==> src/rtl/dacseq_pkg.sv <==
package dacseq_pkg;

   localparam int unsigned FRAME_W = 24;
   localparam int unsigned DATA_W  = 16;
   localparam int unsigned ADDR_W  = 4;
   localparam int unsigned N_STEPS = 4;
   localparam int unsigned STEP_W  = $clog2(N_STEPS);

   typedef logic [FRAME_W-1:0] frame_t;

   localparam logic [ADDR_W-1:0] REG_REFCTL = 4'h3;
   localparam logic [ADDR_W-1:0] REG_SCALE  = 4'h4;
   localparam logic [ADDR_W-1:0] REG_CHAN_A = 4'h8;
   localparam logic [ADDR_W-1:0] REG_CHAN_B = 4'h9;
   localparam logic [DATA_W-1:0] REFCTL_OFF = 16'h0100;

   typedef enum logic [2:0] {
      TX_IDLE,
      TX_LEAD,
      TX_SHIFT,
      TX_TRAIL,
      TX_GAP
   } tx_state_t;

   typedef enum logic [1:0] {
      SQ_IDLE,
      SQ_ISSUE,
      SQ_WAIT,
      SQ_HOST
   } sq_state_t;

   function automatic frame_t pack_write(input logic [ADDR_W-1:0] addr,
                                         input logic [DATA_W-1:0] val);
      return {4'h0, addr, val};
   endfunction

endpackage

==> src/rtl/dacseq_half_tick.sv <==
module dacseq_half_tick #(
   parameter int unsigned HALF_DIV = 2
) (
   input  logic clk,
   input  logic rst_n,
   input  logic run,
   output logic tick
);

   generate
      if (HALF_DIV < 1) begin : g_bad_div
         $error("dacseq_half_tick: HALF_DIV must be at least 1");
      end

      if (HALF_DIV == 1) begin : g_direct
         assign tick = run;
      end else begin : g_count
         localparam int unsigned CW = $clog2(HALF_DIV);
         localparam logic [CW-1:0] LAST = CW'(HALF_DIV - 1);
         logic [CW-1:0] cnt;

         always_ff @(posedge clk or negedge rst_n) begin
            if (!rst_n)
               cnt <= '0;
            else if (!run || cnt == LAST)
               cnt <= '0;
            else
               cnt <= cnt + 1'b1;
         end

         assign tick = run && (cnt == LAST);
      end
   endgenerate

endmodule

==> src/rtl/dacseq_spi_tx.sv <==
module dacseq_spi_tx
   import dacseq_pkg::*;
#(
   parameter int unsigned HALF_DIV   = 2,
   parameter int unsigned GAP_HALVES = 4
) (
   input  logic   clk,
   input  logic   rst_n,
   input  logic   load,
   input  frame_t frame,
   output logic   ready,
   output logic   frame_end,
   output logic   sclk,
   output logic   mosi,
   output logic   cs_n
);

   localparam int unsigned BW = $clog2(FRAME_W);
   localparam logic [BW-1:0] LAST_BIT = BW'(FRAME_W - 1);
   localparam int unsigned GW = (GAP_HALVES > 1) ? $clog2(GAP_HALVES) : 1;
   localparam logic [GW-1:0] LAST_GAP = GW'(GAP_HALVES - 1);

   generate
      if (GAP_HALVES < 4) begin : g_bad_gap
         $error("dacseq_spi_tx: GAP_HALVES below two serial clock periods");
      end
   endgenerate

   tx_state_t       st;
   frame_t          sh;
   logic [BW-1:0]   bitcnt;
   logic [GW-1:0]   gapcnt;
   logic            tick;

   dacseq_half_tick #(.HALF_DIV(HALF_DIV)) i_tick (
      .clk   (clk),
      .rst_n (rst_n),
      .run   (st != TX_IDLE),
      .tick  (tick)
   );

   always_ff @(posedge clk or negedge rst_n) begin
      if (!rst_n) begin
         st     <= TX_IDLE;
         sh     <= '0;
         bitcnt <= '0;
         gapcnt <= '0;
         sclk   <= 1'b0;
         mosi   <= 1'b0;
         cs_n   <= 1'b1;
      end else begin
         case (st)
            TX_IDLE: begin
               if (load) begin
                  sh     <= frame;
                  bitcnt <= '0;
                  cs_n   <= 1'b0;
                  st     <= TX_LEAD;
               end
            end
            TX_LEAD: begin
               if (tick) begin
                  sclk <= 1'b1;
                  mosi <= sh[FRAME_W-1];
                  sh   <= {sh[FRAME_W-2:0], 1'b0};
                  st   <= TX_SHIFT;
               end
            end
            TX_SHIFT: begin
               if (tick) begin
                  if (sclk) begin
                     sclk <= 1'b0;
                     if (bitcnt == LAST_BIT)
                        st <= TX_TRAIL;
                     else
                        bitcnt <= bitcnt + 1'b1;
                  end else begin
                     sclk <= 1'b1;
                     mosi <= sh[FRAME_W-1];
                     sh   <= {sh[FRAME_W-2:0], 1'b0};
                  end
               end
            end
            TX_TRAIL: begin
               if (tick) begin
                  cs_n   <= 1'b1;
                  mosi   <= 1'b0;
                  gapcnt <= '0;
                  st     <= TX_GAP;
               end
            end
            TX_GAP: begin
               if (tick) begin
                  if (gapcnt == LAST_GAP)
                     st <= TX_IDLE;
                  else
                     gapcnt <= gapcnt + 1'b1;
               end
            end
            default: st <= TX_IDLE;
         endcase
      end
   end

   assign ready     = (st == TX_IDLE);
   assign frame_end = (st == TX_GAP) && tick && (gapcnt == LAST_GAP);

   // the serial clock rests low outside a packet
   a_r2_clock_rests_low: assert property (@(posedge clk) disable iff (!rst_n)
      cs_n |-> !sclk);

   // data moves only on a rising clock edge or on select release
   a_r1_launch_on_rise: assert property (@(posedge clk) disable iff (!rst_n)
      (!$rose(sclk) && !$rose(cs_n)) |-> $stable(mosi));

   // select never falls together with the first rising clock edge
   a_r4_lead_guard: assert property (@(posedge clk) disable iff (!rst_n)
      $rose(sclk) |-> !$fell(cs_n));

   // select never rises together with the last falling clock edge
   a_r4_trail_guard: assert property (@(posedge clk) disable iff (!rst_n)
      $rose(cs_n) |-> !$fell(sclk));

   // a new packet is never loaded while one is in progress
   a_r2_one_packet: assert property (@(posedge clk) disable iff (!rst_n)
      (load && !ready) |=> !$fell(cs_n));

endmodule

==> src/rtl/dacseq_step_table.sv <==
module dacseq_step_table
   import dacseq_pkg::*;
#(
   parameter logic [DATA_W-1:0] INIT_A   = 16'h7FFF,
   parameter logic [DATA_W-1:0] INIT_B   = 16'hFFFF,
   parameter logic [1:0]        GAIN_SEL = 2'b11
) (
   input  logic [STEP_W-1:0] idx,
   input  logic              ext_ref,
   input  logic              ref_half,
   output frame_t            frame,
   output logic              apply
);

   always_comb begin
      apply = 1'b1;
      frame = '0;
      case (idx)
         2'd0: begin
            apply = ext_ref;
            frame = pack_write(REG_REFCTL, REFCTL_OFF);
         end
         2'd1:    frame = pack_write(REG_SCALE, {7'd0, ref_half, 6'd0, GAIN_SEL});
         2'd2:    frame = pack_write(REG_CHAN_A, INIT_A);
         default: frame = pack_write(REG_CHAN_B, INIT_B);
      endcase
   end

endmodule

==> src/rtl/dac_boot_spi_seq.sv <==
module dac_boot_spi_seq
   import dacseq_pkg::*;
#(
   parameter int unsigned       HALF_DIV   = 2,
   parameter int unsigned       GAP_HALVES = 4,
   parameter logic [DATA_W-1:0] INIT_A     = 16'h7FFF,
   parameter logic [DATA_W-1:0] INIT_B     = 16'hFFFF,
   parameter logic [1:0]        GAIN_SEL   = 2'b11
) (
   input  logic               clk,
   input  logic               rst_n,
   input  logic               start,
   input  logic               ext_ref,
   input  logic               ref_half,
   input  logic               host_valid,
   input  logic [FRAME_W-1:0] host_frame,
   output logic               host_ready,
   output logic               sclk,
   output logic               mosi,
   output logic               cs_n,
   output logic               busy,
   output logic               done
);

   localparam logic [STEP_W-1:0] LAST_STEP = STEP_W'(N_STEPS - 1);

   sq_state_t         sq;
   logic [STEP_W-1:0] idx;
   logic              ext_q;
   logic              half_q;
   frame_t            step_frame;
   logic              step_apply;
   logic              tx_ready;
   logic              tx_end;
   logic              tx_load;
   frame_t            tx_frame;
   logic              start_ok;
   logic              issue_load;
   logic              host_fire;

   dacseq_step_table #(
      .INIT_A   (INIT_A),
      .INIT_B   (INIT_B),
      .GAIN_SEL (GAIN_SEL)
   ) i_table (
      .idx      (idx),
      .ext_ref  (ext_q),
      .ref_half (half_q),
      .frame    (step_frame),
      .apply    (step_apply)
   );

   dacseq_spi_tx #(
      .HALF_DIV   (HALF_DIV),
      .GAP_HALVES (GAP_HALVES)
   ) i_tx (
      .clk       (clk),
      .rst_n     (rst_n),
      .load      (tx_load),
      .frame     (tx_frame),
      .ready     (tx_ready),
      .frame_end (tx_end),
      .sclk      (sclk),
      .mosi      (mosi),
      .cs_n      (cs_n)
   );

   assign busy       = (sq == SQ_ISSUE) || (sq == SQ_WAIT);
   assign start_ok   = start && tx_ready && ((sq == SQ_IDLE) || (sq == SQ_HOST));
   assign host_ready = (sq == SQ_HOST) && tx_ready && !start;
   assign host_fire  = host_valid && host_ready;
   assign issue_load = (sq == SQ_ISSUE) && step_apply;
   assign tx_load    = issue_load || host_fire;
   assign tx_frame   = issue_load ? step_frame : host_frame;

   always_ff @(posedge clk or negedge rst_n) begin
      if (!rst_n) begin
         sq     <= SQ_IDLE;
         idx    <= '0;
         ext_q  <= 1'b0;
         half_q <= 1'b0;
         done   <= 1'b0;
      end else begin
         done <= 1'b0;
         case (sq)
            SQ_IDLE, SQ_HOST: begin
               if (start_ok) begin
                  ext_q  <= ext_ref;
                  half_q <= ref_half;
                  idx    <= '0;
                  sq     <= SQ_ISSUE;
               end
            end
            SQ_ISSUE: begin
               if (step_apply)
                  sq <= SQ_WAIT;
               else
                  idx <= idx + 1'b1;
            end
            SQ_WAIT: begin
               if (tx_end) begin
                  if (idx == LAST_STEP) begin
                     done <= 1'b1;
                     sq   <= SQ_HOST;
                  end else begin
                     idx <= idx + 1'b1;
                     sq  <= SQ_ISSUE;
                  end
               end
            end
            default: sq <= SQ_IDLE;
         endcase
      end
   end

   // done lasts one cycle
   a_r9_done_single: assert property (@(posedge clk) disable iff (!rst_n)
      done |=> !done);

   // done marks the cycle busy drops
   a_r9_done_at_busy_fall: assert property (@(posedge clk) disable iff (!rst_n)
      done |-> $fell(busy));

   // the host port is closed during the bring-up series
   a_r10_host_closed: assert property (@(posedge clk) disable iff (!rst_n)
      host_ready |-> (!busy && cs_n));

   // a start pulse mid-series leaves busy high
   a_r11_start_ignored: assert property (@(posedge clk) disable iff (!rst_n)
      (start && (sq == SQ_WAIT) && !tx_end) |=> busy);

   // the series only ends after the last step's packet
   a_r8_ends_on_last: assert property (@(posedge clk) disable iff (!rst_n)
      $rose(done) |-> $past(idx == LAST_STEP));

endmodule

==> config.mk <==
export PLATFORM = sky130hd
export DESIGN_NAME = dac_boot_spi_seq
export DESIGN_NICKNAME = d
export VERILOG_FILES = /design/src/rtl/dacseq_pkg.sv /design/src/rtl/dacseq_half_tick.sv /design/src/rtl/dacseq_spi_tx.sv /design/src/rtl/dacseq_step_table.sv /design/src/rtl/dac_boot_spi_seq.sv
export SDC_FILE = /design/constraint.sdc
export NUM_CORES = 1
export LEC_CHECK = 0
export ABC_AREA = 1
export BUFFER_PORTS_ARGS = -buffer_cell sky130_fd_sc_hd__buf_2
export CAP_MARGIN = 10
export CORE_UTILIZATION = 58
export CTS_CLUSTER_DIAMETER = 50
export DETAILED_ROUTE_END_ITERATION = 16
export PLACE_DENSITY = 0.87
export SLEW_MARGIN = 20
export SYNTH_ARGS = -nofsm -noshare
export SYNTH_HDL_FRONTEND = slang
export SYNTH_SLANG_ARGS = --single-unit
==> constraint.sdc <==
create_clock -name clk -period 2.21 [get_ports clk]
set_input_delay 0.5525 -clock clk [delete_from_list [all_inputs] [get_ports clk]]
set_output_delay 0.5525 -clock clk [all_outputs]
set_load 0.05 [all_outputs]
==> impl_metrics.ini, run 1 <==
[run_status]
status = finished, final reports clean

[drt]
avgViaCountPerCell = 5.264
drtIter0Drc = 183
vias = 2311
route.detailed.drc = 0
totalWireLength_mm = 5.479
drt.antenna.violating_nets = 0
wl_per_cell_um = 12.48
drtPass1Iterations = 4

[yosys]
synth.cell_area_um2 = 2680
synthCells = 351
ys_ff_latch = 45
ys_types = 30
ys_warn_count = 0
syn-num-nets = 393
syn-mean-instance-area_um2 = 7.636
ys_seq_area_frac = 0.4206

[worst_setup_path]
end_kind = output port
cp.arrival_ns = 1.53
r2r-end = i_tx.sh[1]
start_kind = register
crit_path_end = host_ready
r2r_slack_ns = 0.33
rr_worst_depth = 9
r2r-start = idx[0]
crit_fanout = 10
worstSetupPathType = reg2out
cp.required_ns = 1.66
crit_start = i_tx.st[1]

[sta]
rsz0062_at_grt = false
slew_headroom = 0.6495
fin_skew_ns = 0.005316
post-route-min-period_ns = 2.085
slew_violations = 0
worst-slew-pin-transition_ns = 0.5258
max_freq_mhz = 479.5
finalSetupViolations = 0
finalSetupTns_ns = 0
hold_viol_final = 0
whs_ns = 0.2117
finalCritPeriodShare = 0.9436

[clocking]
post_cts_buffers = 0
clk_pin_slew_ns = 0.09
cts-htree-levels = 2
numClockSinks = 45
cts_made_buffers = 5
holdBufCountCts = 0
insertion_delay_ns = 0.30
cts_tree = yes
cts_root_buf = clkbuf_8
clk_path_buf_depth = 2
ctsResizeCount = 0

[run]
cap_viol_max_count = 0

[floorplan]
fp.coreArea_um2 = 4384
die_y_um = 69.98
start_util = 0.6113
rows = 24
die-width_um = 69.98
dieArea_um2 = 4897
io_pins = 36

[layout]
fillers = 362
antenna_cells = 0
syn_to_final_growth_pct = 11.02
drive_gt1_frac = 0.2067
nNetsFinal = 428

[worst_hold_path]
min_path_type = in2async

[power]
ir_drop_uv = 1094
powerDensity_nw_per_um2 = 1632
total_power_mw = 4.856
power.leakage_nw = 1.578

[global_routing]
antenna_found_initial = 0
grt_usage = 0.2370
grt_max_degree = 25
grt_pass1_wl_mm = 9.204
first_global_vias = 2068
grt-ovfl-total = 0

[placed_design]
dp_hpwl_mm = 4.055
place_congestion = 0.9003
io_buffers = 35
[critical path, cell delays in order (launching register included)]
cell	delay [ns]
dfrtp_2	0.49
nor2_2	0.18
nand2_1	0.18
nor2_1	0.14
clkbuf_4	0.24
[stage by stage]
| step | util | worst slack [ns] | cell area, um^2 | cells |
|---|---|---|---|---|
| 2_1_floorplan | - | 0.1998 | 2680 | 351 |
| 3_3_place_gp | 0.6561 | 0.3949 | 2877 | 431 |
| 3_5_place_dp | 0.6561 | 0.3403 | 2877 | 431 |
| 4_1_cts | 0.6769 | 0.01109 | 2968 | 439 |
| 5_1_grt | 0.6787 | 0.01233 | 2975 | 439 |
| 6_report | 0.6787 | 0.1246 | 2975 | 439 |
[synthesized netlist by cell type]
| master | instances | area [um^2] |
|---|---|---|
| nand2_1 | 132 | 495.5 |
| dfrtp_1 | 44 | 1101 |
| o21ai_0 | 25 | 125.1 |
| inv_1 | 24 | 90.09 |
| nor2_1 | 20 | 75.07 |
| nand3_1 | 18 | 90.09 |
| o21ai_1 | 16 | 80.08 |
| ha_1 | 12 | 150.1 |
| o21ai_2 | 12 | 105.1 |
| a21oi_1 | 6 | 30.03 |
| buf_6 | 5 | 56.30 |
| inv_2 | 4 | 15.01 |
| nor3_1 | 4 | 20.02 |
| buf_2 | 3 | 15.01 |
| nand2_2 | 3 | 18.77 |
| nand3_2 | 3 | 30.03 |
| nor2_4 | 3 | 33.78 |
| buf_4 | 2 | 15.01 |
| clkbuf_1 | 2 | 7.510 |
| nand4_1 | 2 | 12.51 |
| xor2_1 | 2 | 17.52 |
| a21boi_0 | 1 | 7.510 |
| clkinv_4 | 1 | 8.760 |
| dfstp_2 | 1 | 26.28 |
| nand2_4 | 1 | 11.26 |
| o2111ai_1 | 1 | 8.760 |
| o211ai_1 | 1 | 7.510 |
| o211ai_2 | 1 | 12.51 |
| o21a_1 | 1 | 7.510 |
| or2_0 | 1 | 6.260 |
[state kept, by name, indices dropped and copies added, names as in the netlist, 2 cells and up]
| signal | count |
|---|---|
| i_tx.sh | 24 |
| i_tx.st | 3 |
| idx | 2 |
| sq | 2 |
| i_tx.gapcnt | 2 |
| i_tx.bitcnt | 5 |
[layer usage]
metal,routed length (um),track usage,share of wire,up-vias
li1,-,-,-,1197
met1,2634,0.3276,0.48,1059
met2,2552,0.3739,0.47,46
met3,212,0.04762,0.039,9
met4,80,0.08000,0.015,0
met5,0,0,0,-
[how the worst min path moves through the flow]
stage | start | end | slack [ns] | depth (start not counted)
floorplan | rst_n | done | 0.26 | 0
global placement | i_tx.cs_n | i_tx.cs_n | 0.45 | 2
detailed placement | i_tx.cs_n | i_tx.cs_n | 0.45 | 2
CTS | rst_n | i_tx.sh[12] | 0.21 | 1
global route | rst_n | i_tx.sh[12] | 0.24 | 1
finish | rst_n | i_tx.sh[12] | 0.21 | 1
[layout by cell type (no fill, tap or decap), drive strengths merged]
cell type / netlist / routed
o211ai: 2 / 2
nand2: 136 / 136
xor2: 2 / 2
a21oi: 6 / 6
buf: 10 / 39
dfrtp: 44 / 44
inv: 28 / 28
o21a: 1 / 1
dfstp: 1 / 1
o2111ai: 1 / 1
clkbuf: 2 / 6
nor2: 23 / 23
nor3: 4 / 4
or2: 1 / 1
clkinv: 1 / 4
ha: 12 / 12
nand4: 2 / 2
a21boi: 1 / 1
nand3: 21 / 21
o21ai: 53 / 53
[area by class of cell]
cell class                 instances  area [um^2]  area share
tap                               52        65.06     0.02187
clock buffer                       5        68.82     0.02313
clock inverter                     3        22.52    0.007569
inverter                          29        113.9     0.03827
timing repair buffer              40        227.7     0.07653
multi-input combinational        265         1348      0.4529
sequential                        45         1130      0.3797
[power breakdown]
part | switching [mW] | internal, mW
clock network | 0.292 | 0.224
registers | 0.318 | 1.23
logic | 1.86 | 0.932
total | 2.47 | 2.38
[cells by family (layout without fill, tap and decap cells)]
| group | Yosys count | in the layout | share of synthesized area |
|---|---|---|---|
| simple gates | 187 | 187 | 0.2960 |
| compound gates | 64 | 64 | 0.1433 |
| flops | 45 | 45 | 0.4206 |
| buf+inv | 41 | 77 | 0.07749 |
| fa+ha+maj | 12 | 12 | 0.05602 |
| xor+xnor | 2 | 2 | 0.006537 |
No activity file was read; power rests on OpenSTA's default activity.
==> run 2, diff against run 1 <==
--- a/config.mk
+++ b/config.mk
@@ -8,11 +8,12 @@
 export ABC_AREA = 1
 export BUFFER_PORTS_ARGS = -buffer_cell sky130_fd_sc_hd__buf_2
 export CAP_MARGIN = 10
-export CORE_UTILIZATION = 58
+export CORE_UTILIZATION = 59
 export CTS_CLUSTER_DIAMETER = 50
 export DETAILED_ROUTE_END_ITERATION = 16
 export PLACE_DENSITY = 0.87
 export SLEW_MARGIN = 20
 export SYNTH_ARGS = -nofsm -noshare
 export SYNTH_HDL_FRONTEND = slang
+export SYNTH_HIERARCHICAL = 1
 export SYNTH_SLANG_ARGS = --single-unit
==> impl_metrics.ini, run 2 <==
[run_status]
status = finished, final reports clean

[drt]
wl_per_cell_um = 12.53
top_layer = met4
drt.antenna.violating_nets = 0
avgViaCountPerCell = 5.306
wl_met2_mm = 3.430
met1Wirelength_mm = 3.103
drtPass1Iterations = 6
totalWireLength_mm = 7.081
route.detailed.drc = 0
vias = 2998
wl_met3_um = 442
drtIter0Drc = 268

[worst_hold_path]
min_path_type = in2async

[layout]
design_area_um2 = 3475
largest_reg_flops = 24
top_regs = i_tx/sh (24), i_tx/bitcnt (5), i_tx/st (3)
fin_util = 0.6634
final_cell_mix = nand2_1 (197), nand3_1 (59), dfrtp_1 (44), buf_2 (35), inv_1 (29)
antenna_cells = 0
nNetsFinal = 537
regMostFlops = i_tx/sh
final_common_cell = nand2_1
drive_gt1_frac = 0.1737
syn_to_final_growth_pct = 5.629

[sta]
finalSetupViolations = 0
slew_violations = 0
post-route-min-period_ns = 2.063
slew_headroom = 0.6511
worst_slack_ns = 0.1469
finalSetupTns_ns = 0
max_freq_mhz = 484.7
worst-slew-pin-transition_ns = 0.5233
finalCritPeriodShare = 0.9335
fin_skew_ns = 0.01194
hold_viol_final = 0

[worst_setup_path]
end_kind = output port
cp.arrival_ns = 1.51
crit_fanout = 3
start_kind = register
worstSetupPathType = reg2out
cp.required_ns = 1.66

[power]
total_power_mw = 1.401
ir_drop_uv = 273.5
power.leakage_nw = 2.018
powerDensity_nw_per_um2 = 403.1

[yosys]
synth_most_common_cell = nand2_1
ys.flop_type = dfrtp_1
ys_seq_area_frac = 0.3427
synth_xor_xnor_area_share = 0
synthTopCellsByArea = dfrtp_1 (33%), nand2_1 (22%), nand3_1 (9.0%)
synth_fa_ha_area_frac = 0.04945
yosys.area.top_type_share = 0.3347
yosys.area_share.simple = 0.4070
synthMuxAreaShare = 0
synth.cell_area_um2 = 3289
ys_types = 31
ys_warn_count = 6
synth-edff-count = 0
ys_ff_latch = 45
synth-compound-area-share = 0.06124
postSynth.asyncResetShare = 1.000
synth_top_cells_by_count = nand2_1 (197), nand3_1 (59), dfrtp_1 (44), inv_1 (29), o21ai_0 (29)
synth_top_cell_by_area = dfrtp_1
synth_top_family_by_area = simple AND/OR/NAND/NOR gates
synthCells = 471
syn-mean-instance-area_um2 = 6.984

[placed_design]
dpl_worst_slack_ns = 0.1397
io_buffers = 35
place_congestion = 0.8723
place_area_um2 = 3363
dp_hpwl_mm = 4.846

[run]
cap_viol_max_count = 0

[global_routing]
first_global_vias = 2771
grt-ovfl-total = 0
grt_max_degree = 29
grt_usage = 0.2524
grt_pass1_wl_mm = 12.08
antenna_found_initial = 0

[clocking]
numClockSinks = 45
cts_tree = yes
clk_pin_slew_ns = 0.08
cts_made_buffers = 5
cts-htree-levels = 2
clk_path_buf_depth = 2
cts_root_buf = clkbuf_8
insertion_delay_ns = 0.31

[floorplan]
rows = 26
start_util = 0.6280
die_y_um = 76.67
fp.coreArea_um2 = 5238
die-width_um = 76.67
io_pins = 36
dieArea_um2 = 5878
[run 2: cell types whose count changed after synthesis, sizes merged, moves of 4 or more]
| cell | delta |
|---|---|
| nand2 | +70 |
| nand3 | +41 |
| buf | +27 |
| o21ai | -20 |
| inv | +6 |
| nand4 | +4 |
[run 2: timing repair]
action / 4_1_cts / 5_1_grt
endpoints found under the hold margin: 0 / 0
resized for setup: 0 / 4
setup endpoints to repair: 0 / 24
buffers inserted: 0 / 0
hold buffers: 0 / 0
[run 2: worst max-delay path, stage by stage, from the launching register on]
cell and delay (ns):
dfrtp_1 0.41, nor2_2 0.16, nand2_1 0.09, inv_1 0.10, nand2_1 0.09, nor2_4 0.09
buf_2 0.27
[run 2: stage by stage]
stage	hold slack, ns	std cells
CTS	0.2273	564
detailed placement	0.4268	556
finish	0.2143	565
global placement	0.4246	556
global route	0.2445	565
floorplan	0.2569	474
[run 2: area by class of cell]
type | count | area, um^2
fill | 459 | 1763
multi-input combinational | 357 | 1750
sequential | 45 | 1127
timing repair buffer | 51 | 295.3
inverter | 34 | 127.6
tap | 70 | 87.58
clock buffer | 5 | 68.82
clock inverter | 3 | 17.52
[run 2: report_power, final]
group          switching (mW)  internal (mW)  total [mW]
clock network           0.292          0.219       0.511
registers                   0          0.823       0.823
logic                  0.0386         0.0289      0.0675
[run 2: final timing paths]
check,from,endpoint,slack [ns],cells past startpoint
setup / recovery,i_tx/st[0],host_ready,0.15,6
hold / removal,rst_n,i_tx/gapcnt[0],0.21,1
setup reg to reg,i_tx/st[0],i_tx/sh[8],0.16,15
hold reg to reg,i_tx/i_tick/g_count.cnt,i_tx/i_tick/g_count.cnt,0.45,1
max in group asynchronous,rst_n,i_tx/sh[7],1.41,2
min in group clk,i_tx/i_tick/g_count.cnt,i_tx/i_tick/g_count.cnt,0.45,1
[run 2: routing by layer]
layer | track usage | up-vias
li1 | - | 1520
met1 | 0.3241 | 1368
met2 | 0.4375 | 97
met3 | 0.04524 | 13
met4 | 0.06346 | 0
met5 | 0 | -
[run 2: logic make-up (layout without fill, tap and decap cells)]
family,Yosys count,count (layout)
fa+ha+maj,13,13
compound gates,39,39
flops,45,45
other cells,1,4
simple gates,300,301
buf+inv,73,93
==> run 3, diff against run 2 <==
--- a/config.mk
+++ b/config.mk
@@ -11,7 +11,7 @@
 export CORE_UTILIZATION = 59
 export CTS_CLUSTER_DIAMETER = 50
 export DETAILED_ROUTE_END_ITERATION = 16
-export PLACE_DENSITY = 0.87
+export PLACE_DENSITY_LB_ADDON = 0.08
 export SLEW_MARGIN = 20
 export SYNTH_ARGS = -nofsm -noshare
 export SYNTH_HDL_FRONTEND = slang
==> impl_metrics.ini, run 3 (same netlist as run 2, synthesis figures left out) <==
[layout]
largest_reg_flops = 24
syn_to_final_growth_pct = 7.113
drive_gt1_frac = 0.1724
nNetsFinal = 535
regMostFlops = i_tx/sh
top_regs = i_tx/sh (24), i_tx/bitcnt (5), i_tx/st (3)
antenna_cells = 0
fin_cells = 563
final_cell_mix = nand2_1 (197), nand3_1 (59), dfrtp_1 (43), buf_2 (35)
regArea_um2 = 1129
multiInputGateArea_um2 = 1750
fillers = 494
final_common_cell = nand2_1

[drt]
vias = 2932
avgViaCountPerCell = 5.208
drt.antenna.violating_nets = 0
totalWireLength_mm = 7.275
route.detailed.drc = 0
wl_per_cell_um = 12.92
drtIter0Drc = 231
drtPass1Iterations = 4

[sta]
slew_violations = 0
finalCritPeriodShare = 0.9288
whs_ns = 0.2099
finalSetupViolations = 0
slew_headroom = 0.6624
post-route-min-period_ns = 2.053
worst-slew-pin-transition_ns = 0.5047
max_freq_mhz = 487.2
finalSetupTns_ns = 0
worst_slack_ns = 0.1573
rsz0062_at_grt = false
hold_viol_final = 0
fin_skew_ns = 0.01102

[clocking]
insertion_delay_ns = 0.30
holdBufCountCts = 0
cts-htree-levels = 2
numClockSinks = 45
clk_pin_slew_ns = 0.09
cts_tree = yes
cts_root_buf = clkbuf_8
clk_path_buf_depth = 2
cts_made_buffers = 5

[worst_setup_path]
rr_worst_depth = 15
crit_fanout = 5
start_kind = register
r2r-start = idx[1]
end_kind = output port
r2r-end = i_tx/sh[18]
cp.required_ns = 1.66
cp.arrival_ns = 1.50
worstSetupPathType = reg2out
crit_path_end = host_ready
r2r_slack_ns = 0.18
crit_start = i_tx/st[2]

[global_routing]
grt-ovfl-total = 0
grt_pass1_wl_mm = 12.93
antenna_found_initial = 0
grt_usage = 0.2681
grt_max_degree = 29
first_global_vias = 2796

[placed_design]
placed_cells = 552
io_buffers = 35
place_congestion = 0.8049
dpl_worst_slack_ns = 0.1052
dp_hpwl_mm = 4.917

[floorplan]
io_pins = 36
rows = 26
die-width_um = 76.67
die_y_um = 76.67
fp.coreArea_um2 = 5238
start_util = 0.6280
dieArea_um2 = 5878

[power]
powerDensity_nw_per_um2 = 440.5
total_power_mw = 1.552
ir_drop_uv = 270.9
power.leakage_nw = 2.033

[worst_hold_path]
min_path_type = in2async

[run]
cap_viol_max_count = 0

[run_status]
status = finished, final reports clean
==> run 3: changes by cell type in the layout (fill, tap and decap cells not counted), sizes merged <==
cell	before	now
buf	51	49
bufinv	0	1
clkbuf	5	6
clkinv	2	0
==> run 3: worst min path at each step <==
| stage | endpoint | slack [ns] | cells past startpoint |
|---|---|---|---|
| floorplan | done | 0.26 | 0 |
| global placement | i_tx/i_tick/g_count.cnt | 0.42 | 1 |
| detailed placement | i_tx/i_tick/g_count.cnt | 0.42 | 1 |
| CTS | i_tx/sh[1] | 0.22 | 1 |
| global route | i_tx/bitcnt[2] | 0.25 | 1 |
| finish | i_tx/sh[1] | 0.21 | 1 |
==> run 3: layer usage <==
metal  GRT usage  wire, um  vias to the layer above
li1            -         -                     1504
met1      0.3677      3437                     1338
met2      0.4402      3462                       86
met3     0.04405       342                        4
met4     0.06538        31                        0
met5           0         0                        -
==> run 3: power breakdown <==
group	switching, mW	total (mW)	leakage, nW	internal, mW
logic	0.0386	0.0687	1.38	0.0301
clock network	0.293	0.661	0.0574	0.368
registers	0	0.823	0.593	0.823
total	0.332	1.55	2.03	1.22
==> run 3: repair_timing <==
item	in CTS	in global routing
resized for setup	0	5
setup buffers	0	2
endpoints found under the setup margin	0	25
==> run 3: layout make-up <==
cell class                      count  area share
Tap cell                           70     0.02486
Timing Repair Buffer               49     0.08771
Clock inverter                      2     0.01065
Clock buffer                        6     0.02344
Multi-Input combinational cell    357      0.4968
Inverter                           34     0.03622
Sequential cell                    45      0.3203
==> run 3: per-stage QoR <==
| step | utilization | cell area [um^2] |
|---|---|---|
| 6_report | 0.6727 | 3523 |
| 5_1_grt | 0.6727 | 3523 |
| 4_1_cts | 0.6617 | 3466 |
| 3_5_place_dp | 0.6388 | 3346 |
| 3_3_place_gp | 0.6388 | 3346 |
| 2_1_floorplan | - | 3308 |
==> run 3: critical path: stages (launching register included) <==
cell and delay [ns]:
dfrtp_2 0.46, inv_2 0.11, nand2_1 0.08, inv_1 0.11, nand2_1 0.09, nor2_4 0.09, buf_2 0.27
